### config.mk
export PLATFORM = sky130hd
export DESIGN_NAME = usb_in_gather_txbuf
export DESIGN_NICKNAME = d
export VERILOG_FILES = /design/src/rtl/usb_txg_pkg.sv /design/src/rtl/usb_txg_store.sv /design/src/rtl/usb_txg_idle.sv /design/src/rtl/usb_txg_send.sv /design/src/rtl/usb_in_gather_txbuf.sv
export SDC_FILE = /design/constraint.sdc
export NUM_CORES = 1
export LEC_CHECK = 0
export ABC_AREA = 1
export BUFFER_PORTS_ARGS = -buffer_cell sky130_fd_sc_hd__buf_2
export CORE_MARGIN = 5
export CORE_UTILIZATION = 30
export DETAILED_ROUTE_END_ITERATION = 8
export PLACE_DENSITY = 0.41
export SLEW_MARGIN = 20
export SYNTH_ARGS = -nofsm -noshare
export SYNTH_HDL_FRONTEND = slang
export SYNTH_SLANG_ARGS = --single-unit
### constraint.sdc
create_clock -name clk_i -period 2.8 [get_ports clk_i]
set_clock_uncertainty 0.2 [all_clocks]
set_input_delay 0.28 -clock clk_i [delete_from_list [all_inputs] [get_ports clk_i]]
set_output_delay 0.28 -clock clk_i [all_outputs]
set_load 0.005 [all_outputs]
### src/rtl/usb_txg_pkg.sv
package usb_txg_pkg;

  typedef logic [7:0] txg_byte_t;

  // Idle window in clock cycles for a given clock rate and timeout in ns.
  function automatic int txg_idle_cycles(input int clk_hz, input int idle_ns);
    int cyc;
    cyc = (clk_hz / 1000000) * idle_ns / 1000;
    if (cyc < 1) cyc = 1;
    return cyc;
  endfunction

endpackage

### src/rtl/usb_txg_store.sv
module usb_txg_store
  import usb_txg_pkg::*;
#(
  parameter int DEPTH = 32,
  parameter int LW    = $clog2(DEPTH) + 1
) (
  input  logic          clk_i,
  input  logic          rst_ni,
  input  logic          push_i,
  input  txg_byte_t     push_data_i,
  input  logic          pop_i,
  input  logic [LW-1:0] pop_cnt_i,
  input  logic [LW-1:0] peek_off_i,
  output txg_byte_t     peek_data_o,
  output logic [LW-1:0] level_o
);

  localparam int AW = $clog2(DEPTH);

  txg_byte_t     mem_q [DEPTH];
  logic [AW-1:0] wr_ptr_q, wr_ptr_d;
  logic [AW-1:0] rd_ptr_q, rd_ptr_d;
  logic [LW-1:0] level_q, level_d;
  logic [AW-1:0] peek_idx;

  always_comb begin
    wr_ptr_d = wr_ptr_q;
    rd_ptr_d = rd_ptr_q;
    level_d  = level_q;
    if (push_i) begin
      wr_ptr_d = wr_ptr_q + AW'(1);
      level_d  = level_d + LW'(1);
    end
    if (pop_i) begin
      rd_ptr_d = rd_ptr_q + pop_cnt_i[AW-1:0];
      level_d  = level_d - pop_cnt_i;
    end
  end

  always_ff @(posedge clk_i or negedge rst_ni) begin
    if (!rst_ni) begin
      wr_ptr_q <= '0;
      rd_ptr_q <= '0;
      level_q  <= '0;
    end else begin
      wr_ptr_q <= wr_ptr_d;
      rd_ptr_q <= rd_ptr_d;
      level_q  <= level_d;
    end
  end

  // Storage array: written under enable, not reset.
  always_ff @(posedge clk_i) begin
    if (push_i) mem_q[wr_ptr_q] <= push_data_i;
  end

  assign peek_idx    = rd_ptr_q + peek_off_i[AW-1:0];
  assign peek_data_o = mem_q[peek_idx];
  assign level_o     = level_q;

endmodule

### src/rtl/usb_txg_idle.sv
module usb_txg_idle #(
  parameter int IDLE_CYC = 175
) (
  input  logic clk_i,
  input  logic rst_ni,
  input  logic kick_i,
  output logic expired_o
);

  localparam int CW = $clog2(IDLE_CYC + 1);

  logic [CW-1:0] cnt_q, cnt_d;
  logic          exp_q, exp_d;

  always_comb begin
    cnt_d = cnt_q;
    exp_d = exp_q;
    if (kick_i) begin
      cnt_d = '0;
      exp_d = 1'b0;
    end else if (!exp_q) begin
      if (cnt_q == CW'(IDLE_CYC - 1)) exp_d = 1'b1;
      else                            cnt_d = cnt_q + CW'(1);
    end
  end

  always_ff @(posedge clk_i or negedge rst_ni) begin
    if (!rst_ni) begin
      cnt_q <= '0;
      exp_q <= 1'b0;
    end else begin
      cnt_q <= cnt_d;
      exp_q <= exp_d;
    end
  end

  assign expired_o = exp_q;

endmodule

### src/rtl/usb_txg_send.sv
module usb_txg_send #(
  parameter int LW      = 6,
  parameter int PKT_MAX = 32
) (
  input  logic          clk_i,
  input  logic          rst_ni,
  input  logic [LW-1:0] level_i,
  input  logic          expired_i,
  input  logic          next_i,
  input  logic          done_i,
  input  logic          retry_i,
  output logic [LW-1:0] off_o,
  output logic          pop_o,
  output logic [LW-1:0] pop_cnt_o,
  output logic          ready_o,
  output logic [LW-1:0] len_o
);

  logic [LW-1:0] off_q, off_d;
  logic [LW-1:0] len;

  assign len = (level_i > LW'(PKT_MAX)) ? LW'(PKT_MAX) : level_i;

  always_comb begin
    off_d = off_q;
    if (done_i || retry_i)           off_d = '0;
    else if (next_i && (off_q < len)) off_d = off_q + LW'(1);
  end

  always_ff @(posedge clk_i or negedge rst_ni) begin
    if (!rst_ni) off_q <= '0;
    else         off_q <= off_d;
  end

  assign off_o     = off_q;
  assign pop_o     = done_i;
  assign pop_cnt_o = off_q;
  assign len_o     = len;
  assign ready_o   = (level_i != '0) && ((level_i >= LW'(PKT_MAX)) || expired_i);

endmodule

### src/rtl/usb_in_gather_txbuf.sv
module usb_in_gather_txbuf
  import usb_txg_pkg::*;
#(
  parameter int DEPTH       = 32,
  parameter int PKT_MAX     = 32,
  parameter int CLK_FREQ_HZ = 50_000_000,
  parameter int IDLE_NS     = 3500,
  localparam int LW         = $clog2(DEPTH) + 1
) (
  input  logic          clk_i,
  input  logic          rst_ni,
  input  logic          wr_valid_i,
  input  logic [7:0]    wr_data_i,
  input  logic [LW-1:0] wm_level_i,
  output logic          pkt_ready_o,
  output logic [LW-1:0] pkt_len_o,
  output logic [7:0]    in_data_o,
  input  logic          in_next_i,
  input  logic          in_done_i,
  input  logic          in_retry_i,
  output logic [LW-1:0] level_o,
  output logic          wm_irq_o,
  output logic          ovf_irq_o
);

  localparam int IDLE_CYC = txg_idle_cycles(CLK_FREQ_HZ, IDLE_NS);

  logic [LW-1:0] level;
  logic [LW-1:0] off;
  logic [LW-1:0] pop_cnt;
  logic          pop;
  logic          full;
  logic          wr_acc;
  logic          expired;
  logic          ovf_q, ovf_d;

  assign full   = (level == LW'(DEPTH));
  assign wr_acc = wr_valid_i && !full;
  assign ovf_d  = wr_valid_i && full;

  usb_txg_store #(.DEPTH(DEPTH), .LW(LW)) i_store (
    .clk_i       (clk_i),
    .rst_ni      (rst_ni),
    .push_i      (wr_acc),
    .push_data_i (wr_data_i),
    .pop_i       (pop),
    .pop_cnt_i   (pop_cnt),
    .peek_off_i  (off),
    .peek_data_o (in_data_o),
    .level_o     (level)
  );

  usb_txg_idle #(.IDLE_CYC(IDLE_CYC)) i_idle (
    .clk_i     (clk_i),
    .rst_ni    (rst_ni),
    .kick_i    (wr_acc),
    .expired_o (expired)
  );

  usb_txg_send #(.LW(LW), .PKT_MAX(PKT_MAX)) i_send (
    .clk_i     (clk_i),
    .rst_ni    (rst_ni),
    .level_i   (level),
    .expired_i (expired),
    .next_i    (in_next_i),
    .done_i    (in_done_i),
    .retry_i   (in_retry_i),
    .off_o     (off),
    .pop_o     (pop),
    .pop_cnt_o (pop_cnt),
    .ready_o   (pkt_ready_o),
    .len_o     (pkt_len_o)
  );

  always_ff @(posedge clk_i or negedge rst_ni) begin
    if (!rst_ni) ovf_q <= 1'b0;
    else         ovf_q <= ovf_d;
  end

  assign ovf_irq_o = ovf_q;
  assign wm_irq_o  = (wm_level_i != '0) && (level >= wm_level_i);
  assign level_o   = level;

endmodule

==> key figures, run 1 <==
Timing
  – RSZ-0062 raised after global routing: true
  – Slew Limit Fails: 0
  – Hold Vio Cnt, Final: 0
  – Setup TNS: -6.07 ns
  – Tmin final: 3.58 ns
  – Worst slew pin tran: 0.838 ns
  – Max transition margin: 44.1%
  – Final setup viols: 8
  – Worst setup margin: -0.781 ns
  – Final Cycle Share: 128%
  – Peak Freq: 279 MHz

Drt
  – Routed vias/inst: 4.77
  – WL/cell: 18.8 µm
  – 1st-pass router iterations: 5
  – Routed WL: 34,900 µm
  – First-iteration detailed-routing DRC count: 485
  – Routed Antenna Nets: 0
  – Via Count: 8,856
  – Remaining routing DRC violations: 0

Die
  – DIE HEIGHT: 216 µm
  – Total core area: 41,900 µm²
  – Die footprint: 46,700 µm²
  – Chip width: 216 µm
  – Row count: 75
  – Initial Utilization: 30.4%
  – I/O Pins: 43

Min path
  – Hold_sp: in_next_i
  – Hold crit path type: primary input to flip-flop
  – Worst min-delay path endpoint: i_send.off_o[4]
  – Hold Crit Depth: 5

Layout
  – Most frequent cells in the layout: edfxtp_1 (256), nor2_1 (240), o21ai_0 (147)
  – Non-filler cells, final: 1,855
  – Synth-to-Final Area Change: 23.1%
  – Layout cells sized above 1: 17.8%
  – FF+latch area: 8490 µm²
  – Inserted Diodes: 0
  – Final Cell Area: 15,700 µm²
  – Multi-input combinational cell area: 3920 µm²
  – Filler Cell Count: 4,152
  – Commonest non-fill, non-tap cell in the layout: edfxtp_1
  – Nets: 1,342

Setup path
  – Worst setup EP type: output pin
  – R2R Path End: i_store.level_o[5]
  – Critical Path RT: 2.32 ns
  – Delay-heaviest family, CP: adder cells
  – Setup CP Type: flip-flop to output pin
  – Max stage delay on crit path: 0.86 ns
  – Flop2flop setup slack: 0.23 ns
  – Crit path max fanout: 14
  – Worst path cell trace: ha_4 > fa_4 > buf_6 > clkbuf_16 > nor2_1 > o21ai_0 > o21ai_1 > nand2_1 > nand3_2 > nand3_2 > nand2_1 > buf_2
  – Worst setup SP type: flip-flop
  – Slowest cell on crit path: fa_4
  – Reg2reg start: i_store.level_o[0]
  – Reg2reg path depth: 20
  – Worst Path Arrival: 3.10 ns
  – Worst Path Buf+Inv: 3

Clocking
  – Clk root buf: clkbuf_16
  – Clk pin slew, worst setup/hold paths: 0.06 ns
  – CTS tree: built
  – H-Tree Depth: 2
  – Clk_lat worst skew: 0.52 ns
  – Clk buf depth: 3
  – CTS buffer count: 35
  – Sink Count: 288

Flow run
  – Maxcap violations: 0

Logic synthesis
  – Register area share after synthesis: 66.6%
  – Synthesis-stage register bit count: 288
  – Synthesized area: 12,700 µm²
  – XOR/XNOR share of the synthesized area: 1.41%
  – Synthesized instance count: 1,166
  – Adder-cell share of the synthesized area: 3.16%
  – Main combinational cell family by area after synthesis: simple AND/OR/NAND/NOR gates
  – Mux contribution to synthesized area: 0.0786%
  – Synth Area in Simple Gates: 15.5%
  – Synth Area in Compound Gates: 9.26%
  – Yosys cell types: 35
  – Synthesis warning total: 0
  – Mapped Nets: 1,217
  – Syn Area/Cell: 10.9 µm²

Run status
  – Status: finished, violations left
  – Failing checks: setup timing

Global routing
  – Vias in the first global route: 8,769
  – Total grt overflow: 0
  – Largest net degree at the start of global routing: 74
  – Initial antenna violation count: 0
  – GRT Total Usage: 14.6%
  – First-pass GRT wire length: 53,100 µm

Power and ir drop
  – LEAKAGE: 5.89 nW
  – Largest vdd supply drop: 0.000482 V
  – Power per cell area: 1060 nW/µm²
  – Cell-internal power: 0.0104 W
  – Sequential share of power: 31.3%
  – Clk pwr share: 26.7%
  – Sw power: 0.00621 W
  – Tot Pwr: 0.0166 W
  – Sw Ratio: 37.4%
  – Comb pwr share: 42.0%

Placed design
  – Placed instance area: 14,200 µm²
  – Detail Placement HPWL: 21,700 µm
  – Port bufs: 42
  – Placed insts: 1,774
  – Pre-CTS WS: -0.303 ns
  – GP Congestion: 0.800
==> through the flow <==
| step | util (%) | hold WS [ns] |
|---|---|---|
| 5_1_grt | 37.4 | 0.0902 |
| 2_1_floorplan | - | -0.216 |
| 6_report | 37.4 | 0.0507 |
| 3_3_place_gp | 33.8 | 0.249 |
| 4_1_cts | 36.7 | 0.0321 |
| 3_5_place_dp | 33.8 | 0.250 |
==> how the worst max path moves through the flow <==
stage | start | to | slack, ns | depth (start not counted)
after floorplan | i_store.level_o[0] | i_store.level_o[5] | 0.21 | 20
after global placement | i_store.rd_ptr_q[0] | in_data_o[7] | -0.31 | 11
after detailed placement | i_store.rd_ptr_q[0] | in_data_o[7] | -0.30 | 11
after CTS | i_store.rd_ptr_q[0] | in_data_o[1] | -0.80 | 11
after global routing | i_send.off_o[0] | in_data_o[4] | -0.90 | 13
final | i_send.off_o[0] | in_data_o[5] | -0.78 | 12
==> Yosys cell counts, drive strengths merged <==
master   instances  share of area [%]
edfxtp         256                 60
nor2           242                7.1
o21ai          207                8.2
nand2          149                4.6
nand3           75                2.9
inv             60                1.8
dfrtp           32                6.3
buf             31                1.5
ha              29                2.8
clkbuf          24               0.71
xor2            16                1.2
nand4           13               0.64
a21oi           10               0.39
o31ai            5               0.29
nor3             4               0.16
fa               2               0.31
o211ai           2               0.12
o22ai            2              0.098
xnor2            2               0.20
a31o             1              0.069
mux2i            1              0.079
nand3b           1              0.059
o2111ai          1              0.069
o21a             1              0.059
==> power groups by stage <==
stage	Clock, W	Sequential (W)	Combinational [W]
6_report	0.00442	0.00519	0.00697
5_1_grt	0.00473	0.00522	0.00782
4_1_cts	0.00455	0.00518	0.00653
3_5_place_dp	0	0.00527	0.00642
3_3_place_gp	0	0.00527	0.00642
2_1_floorplan	0	0.00529	0.00372
==> timing repair <==
action                                  4_1_cts  5_1_grt
buffers inserted                              0       10
hold buffers                                  5        0
gates cloned                                  0        4
endpoints found under the setup margin        8       11
hold endpoints to repair                     44        0
resized for setup                            21       49
pin swaps                                     3       24
==> tightest hold or removal path, cell delays in order <==
cell and delay, ns:
buf_2 0.10, o211ai_1 0.08, nor2_1 0.12, nand3_1 0.11, nand2_1 0.05
==> final cells by class <==
cell class | count | share of cell area, %
multi-input combinational | 763 | 25.0
tap | 539 | 4.30
clock buffer | 49 | 6.38
clock inverter | 13 | 0.750
sequential | 288 | 54.1
timing repair buffer | 143 | 7.95
inverter | 60 | 1.48
==> state kept, by name (all words and copies together) (netlist names) <==
signal and flops:
i_send.off_o 6, i_store.mem_q 256, i_store.wr_ptr_q 5, ovf_irq_o 1
i_store.level_o 6, i_idle.cnt_q 8, i_store.rd_ptr_q 5, i_idle.expired_o 1
==> logic make-up (layout without fill, tap and decap cells) <==
family / Yosys count / count (layout)
AO/OA/AOI/OAI: 229 / 229
adder cells (fa/ha/maj): 31 / 31
AND/OR/NAND/NOR: 484 / 484
flip-flops: 288 / 288
buffers and inverters: 115 / 265
XOR/XNOR: 18 / 18
multiplexers: 1 / 1
==> per-layer routing <==
| metal | share of wire [%] | wire (µm) | up-vias | track usage, % |
|---|---|---|---|---|
| met4 | 2.3 | 796 | 0 | 3.48 |
| met5 | 0 | 0 | - | 0 |
| met2 | 47 | 16400 | 134 | 23.7 |
| met3 | 3.2 | 1120 | 54 | 2.55 |
| li1 | - | - | 4324 | - |
| met1 | 47 | 16600 | 4344 | 20.4 |
No activity file was read; power rests on OpenSTA's default activity.
==> run 2: changes to the inputs <==
--- a/config.mk
+++ b/config.mk
@@ -7,6 +7,7 @@
 export LEC_CHECK = 0
 export ABC_AREA = 1
 export BUFFER_PORTS_ARGS = -buffer_cell sky130_fd_sc_hd__buf_2
+export CORE_ASPECT_RATIO = 1.1
 export CORE_MARGIN = 5
 export CORE_UTILIZATION = 30
 export DETAILED_ROUTE_END_ITERATION = 8
==> key figures, run 2 (synthesized netlist as in run 1, its figures left out) <==
Run status
  – Status: finished, violations left
  – Failing checks: setup timing

Timing
  – Max transition margin: 45.7% (+1.6 points)
  – Tmin final: 3.52 ns (-0.0579 ns)
  – RSZ-0062 raised after global routing: true
  – Setup TNS: -5.52 ns (+0.545 ns)
  – Worst setup margin: -0.723 ns (+0.0579 ns)
  – Final setup viols: 8 (unchanged)
  – Final Cycle Share: 126% (-2.1 points)
  – Worst slew pin tran: 0.815 ns (-0.0236 ns)
  – Slew Limit Fails: 0 (unchanged)
  – Peak Freq: 284 MHz (+1.6%)
  – Hold Vio Cnt, Final: 0 (unchanged)

Clocking
  – Clk pin slew, worst setup/hold paths: 0.06 ns (about the same)
  – Clk_lat worst skew: 0.52 ns (about the same)
  – CTS buffer count: 34 (-2.9%)
  – Clk buf depth: 3 (unchanged)
  – Clk root buf: clkbuf_16
  – H-Tree Depth: 2 (unchanged)
  – Sink Count: 288 (unchanged)
  – CTS tree: built

Drt
  – Met3 WL post-DR: 1120 µm (+0.36%)
  – Remaining routing DRC violations: 0 (unchanged)
  – 1st-pass router iterations: 5 (unchanged)
  – WL met2: 17,000 µm (+3.7%)
  – Routed vias/inst: 4.64 (-2.9%)
  – WL/cell: 18.6 µm (-1.2%)
  – Routed WL: 35,100 µm (+0.50%)
  – Via Count: 8,745 (-1.3%)
  – Metal1 wirelength: 16,300 µm (-1.8%)
  – Routed Antenna Nets: 0 (unchanged)
  – Top Metal Used: met4
  – First-iteration detailed-routing DRC count: 522 (+7.6%)

Global routing
  – First-pass GRT wire length: 53,500 µm (+0.74%)
  – Vias in the first global route: 8,735 (-0.39%)
  – Largest net degree at the start of global routing: 49 (-34%)
  – GRT Total Usage: 14.9% (+0.34 points)
  – Initial antenna violation count: 0 (unchanged)
  – Total grt overflow: 0 (unchanged)

Setup path
  – Worst setup EP type: output pin
  – Setup CP Type: flip-flop to output pin
  – Crit path max fanout: 8 (-6)
  – Worst setup SP type: flip-flop
  – Critical Path RT: 2.32 ns (about the same)
  – Worst Path Arrival: 3.04 ns (-0.06 ns)

Placed design
  – Port bufs: 42 (unchanged)
  – Placed instance area: 14,300 µm² (+0.88%)
  – Placed insts: 1,812 (+2.1%)
  – Detail Placement HPWL: 22,100 µm (+1.9%)
  – GP Congestion: 0.751 (-6.1%)

Die
  – I/O Pins: 43 (unchanged)
  – Die footprint: 46,700 µm² (about the same)
  – Chip width: 206 µm (-4.4%)
  – Row count: 79 (+5.3%)
  – DIE HEIGHT: 226 µm (+4.7%)
  – Initial Utilization: 30.2% (-0.19 points)
  – Total core area: 42,200 µm² (+0.62%)

Power and ir drop
  – Tot Pwr: 0.0172 W (+3.7%)
  – LEAKAGE: 5.99 nW (+1.6%)
  – Largest vdd supply drop: 0.000396 V (-18%)
  – Power per cell area: 1080 nW/µm² (+2.1%)

Layout
  – Non-filler cells, final: 1,886 (+1.7%)
  – Final Cell Area: 15,900 µm² (+1.5%)
  – Max FFs per register: 256 (unchanged)
  – Commonest non-fill, non-tap cell in the layout: edfxtp_1
  – Fin util: 37.7% (+0.33 points)
  – Layout cells sized above 1: 20.1% (+2.3 points)
  – Most frequent cells in the layout: edfxtp_1 (256), nor2_1 (239), nand2_1 (129)
  – Reg with most FFs: i_store.mem_q
  – Nets: 1,349 (+0.52%)
  – Synth-to-Final Area Change: 24.9%
  – Biggest regs: i_store.mem_q x256, i_idle.cnt_q x8
  – Inserted Diodes: 0 (unchanged)
  – Filler Cell Count: 4,173 (+0.51%)

Flow run
  – Maxcap violations: 0 (unchanged)

Min path
  – Hold crit path type: primary input to flip-flop
run 2: cell types whose count changed in the layout (fill, tap and decap cells not counted), sizes merged:
cell,delta
buf,+7
clkbuf,-5
dlygate4sd3,-1
bufinv,+2
inv,+1
clkinv,-1
run 2: metal layers:
metal  vias up  GRT usage [%]
met5         -              0
met4         0           3.78
met3        47           2.24
met2       116           24.8
met1      4261           20.5
li1       4321              -
run 2: final timing paths:
path / startpoint / to / slack, ns / cells past startpoint
max in group asynchronous: rst_ni / i_store.rd_ptr_q[3] / 1.69 / 2
min in group asynchronous: rst_ni / ovf_irq_o / 0.20 / 2
max: i_store.rd_ptr_q[0] / in_data_o[4] / -0.72 / 12
max reg2reg: i_store.level_o[0] / i_store.level_o[4] / 0.26 / 17
min reg2reg: i_store.rd_ptr_q[3] / i_store.rd_ptr_q[3] / 0.29 / 2
min: in_next_i / i_send.off_o[3] / 0.05 / 5
run 2: metrics by stage:
stage | worst slack [ns] | hold WS [ns]
finish | -0.723 | 0.0495
global route | -0.892 | 0.0503
CTS | -0.807 | 0.0257
detailed placement | -0.291 | 0.232
global placement | -0.305 | 0.233
floorplan | 0.212 | -0.216
run 2: layout make-up:
type                    instances  area, µm²  share of cell area [%]
repair buffers                151       1420                    8.95
flip-flops and latches        288       8490                    53.3
clock inverters                15        180                    1.13
clock buffers                  42        902                    5.67
inverters                      60        230                    1.45
well taps                     567        709                    4.46
multi-input cells             763       3980                    25.0
run 2: repair_timing:
item / 4_1_cts / 5_1_grt
endpoints found under the setup margin: 8 / 11
endpoints found under the hold margin: 44 / 0
gates cloned: 2 / 5
setup buffers: 4 / 4
resized for setup: 52 / 68
hold buffers: 4 / 0
pin swaps: 2 / 14
run 2: critical path, cell delays in order (launching register included):
cell and delay, ns:
dfrtp_1 0.40, ha_4 0.17, fa_4 0.86, buf_6 0.14, clkbuf_16 0.14, buf_4 0.10
o21ai_0 0.06, o21ai_1 0.15, nand2_2 0.11, nand3_2 0.08, nand3_2 0.12, nand2_2 0.08
buf_2 0.11
run 2: where the power goes:
group	internal (W)	switching [W]	total, W
Sequential	0.00503	0.000162	0.00519
Clock	0.00265	0.00171	0.00436
Combinational	0.00311	0.00451	0.00763
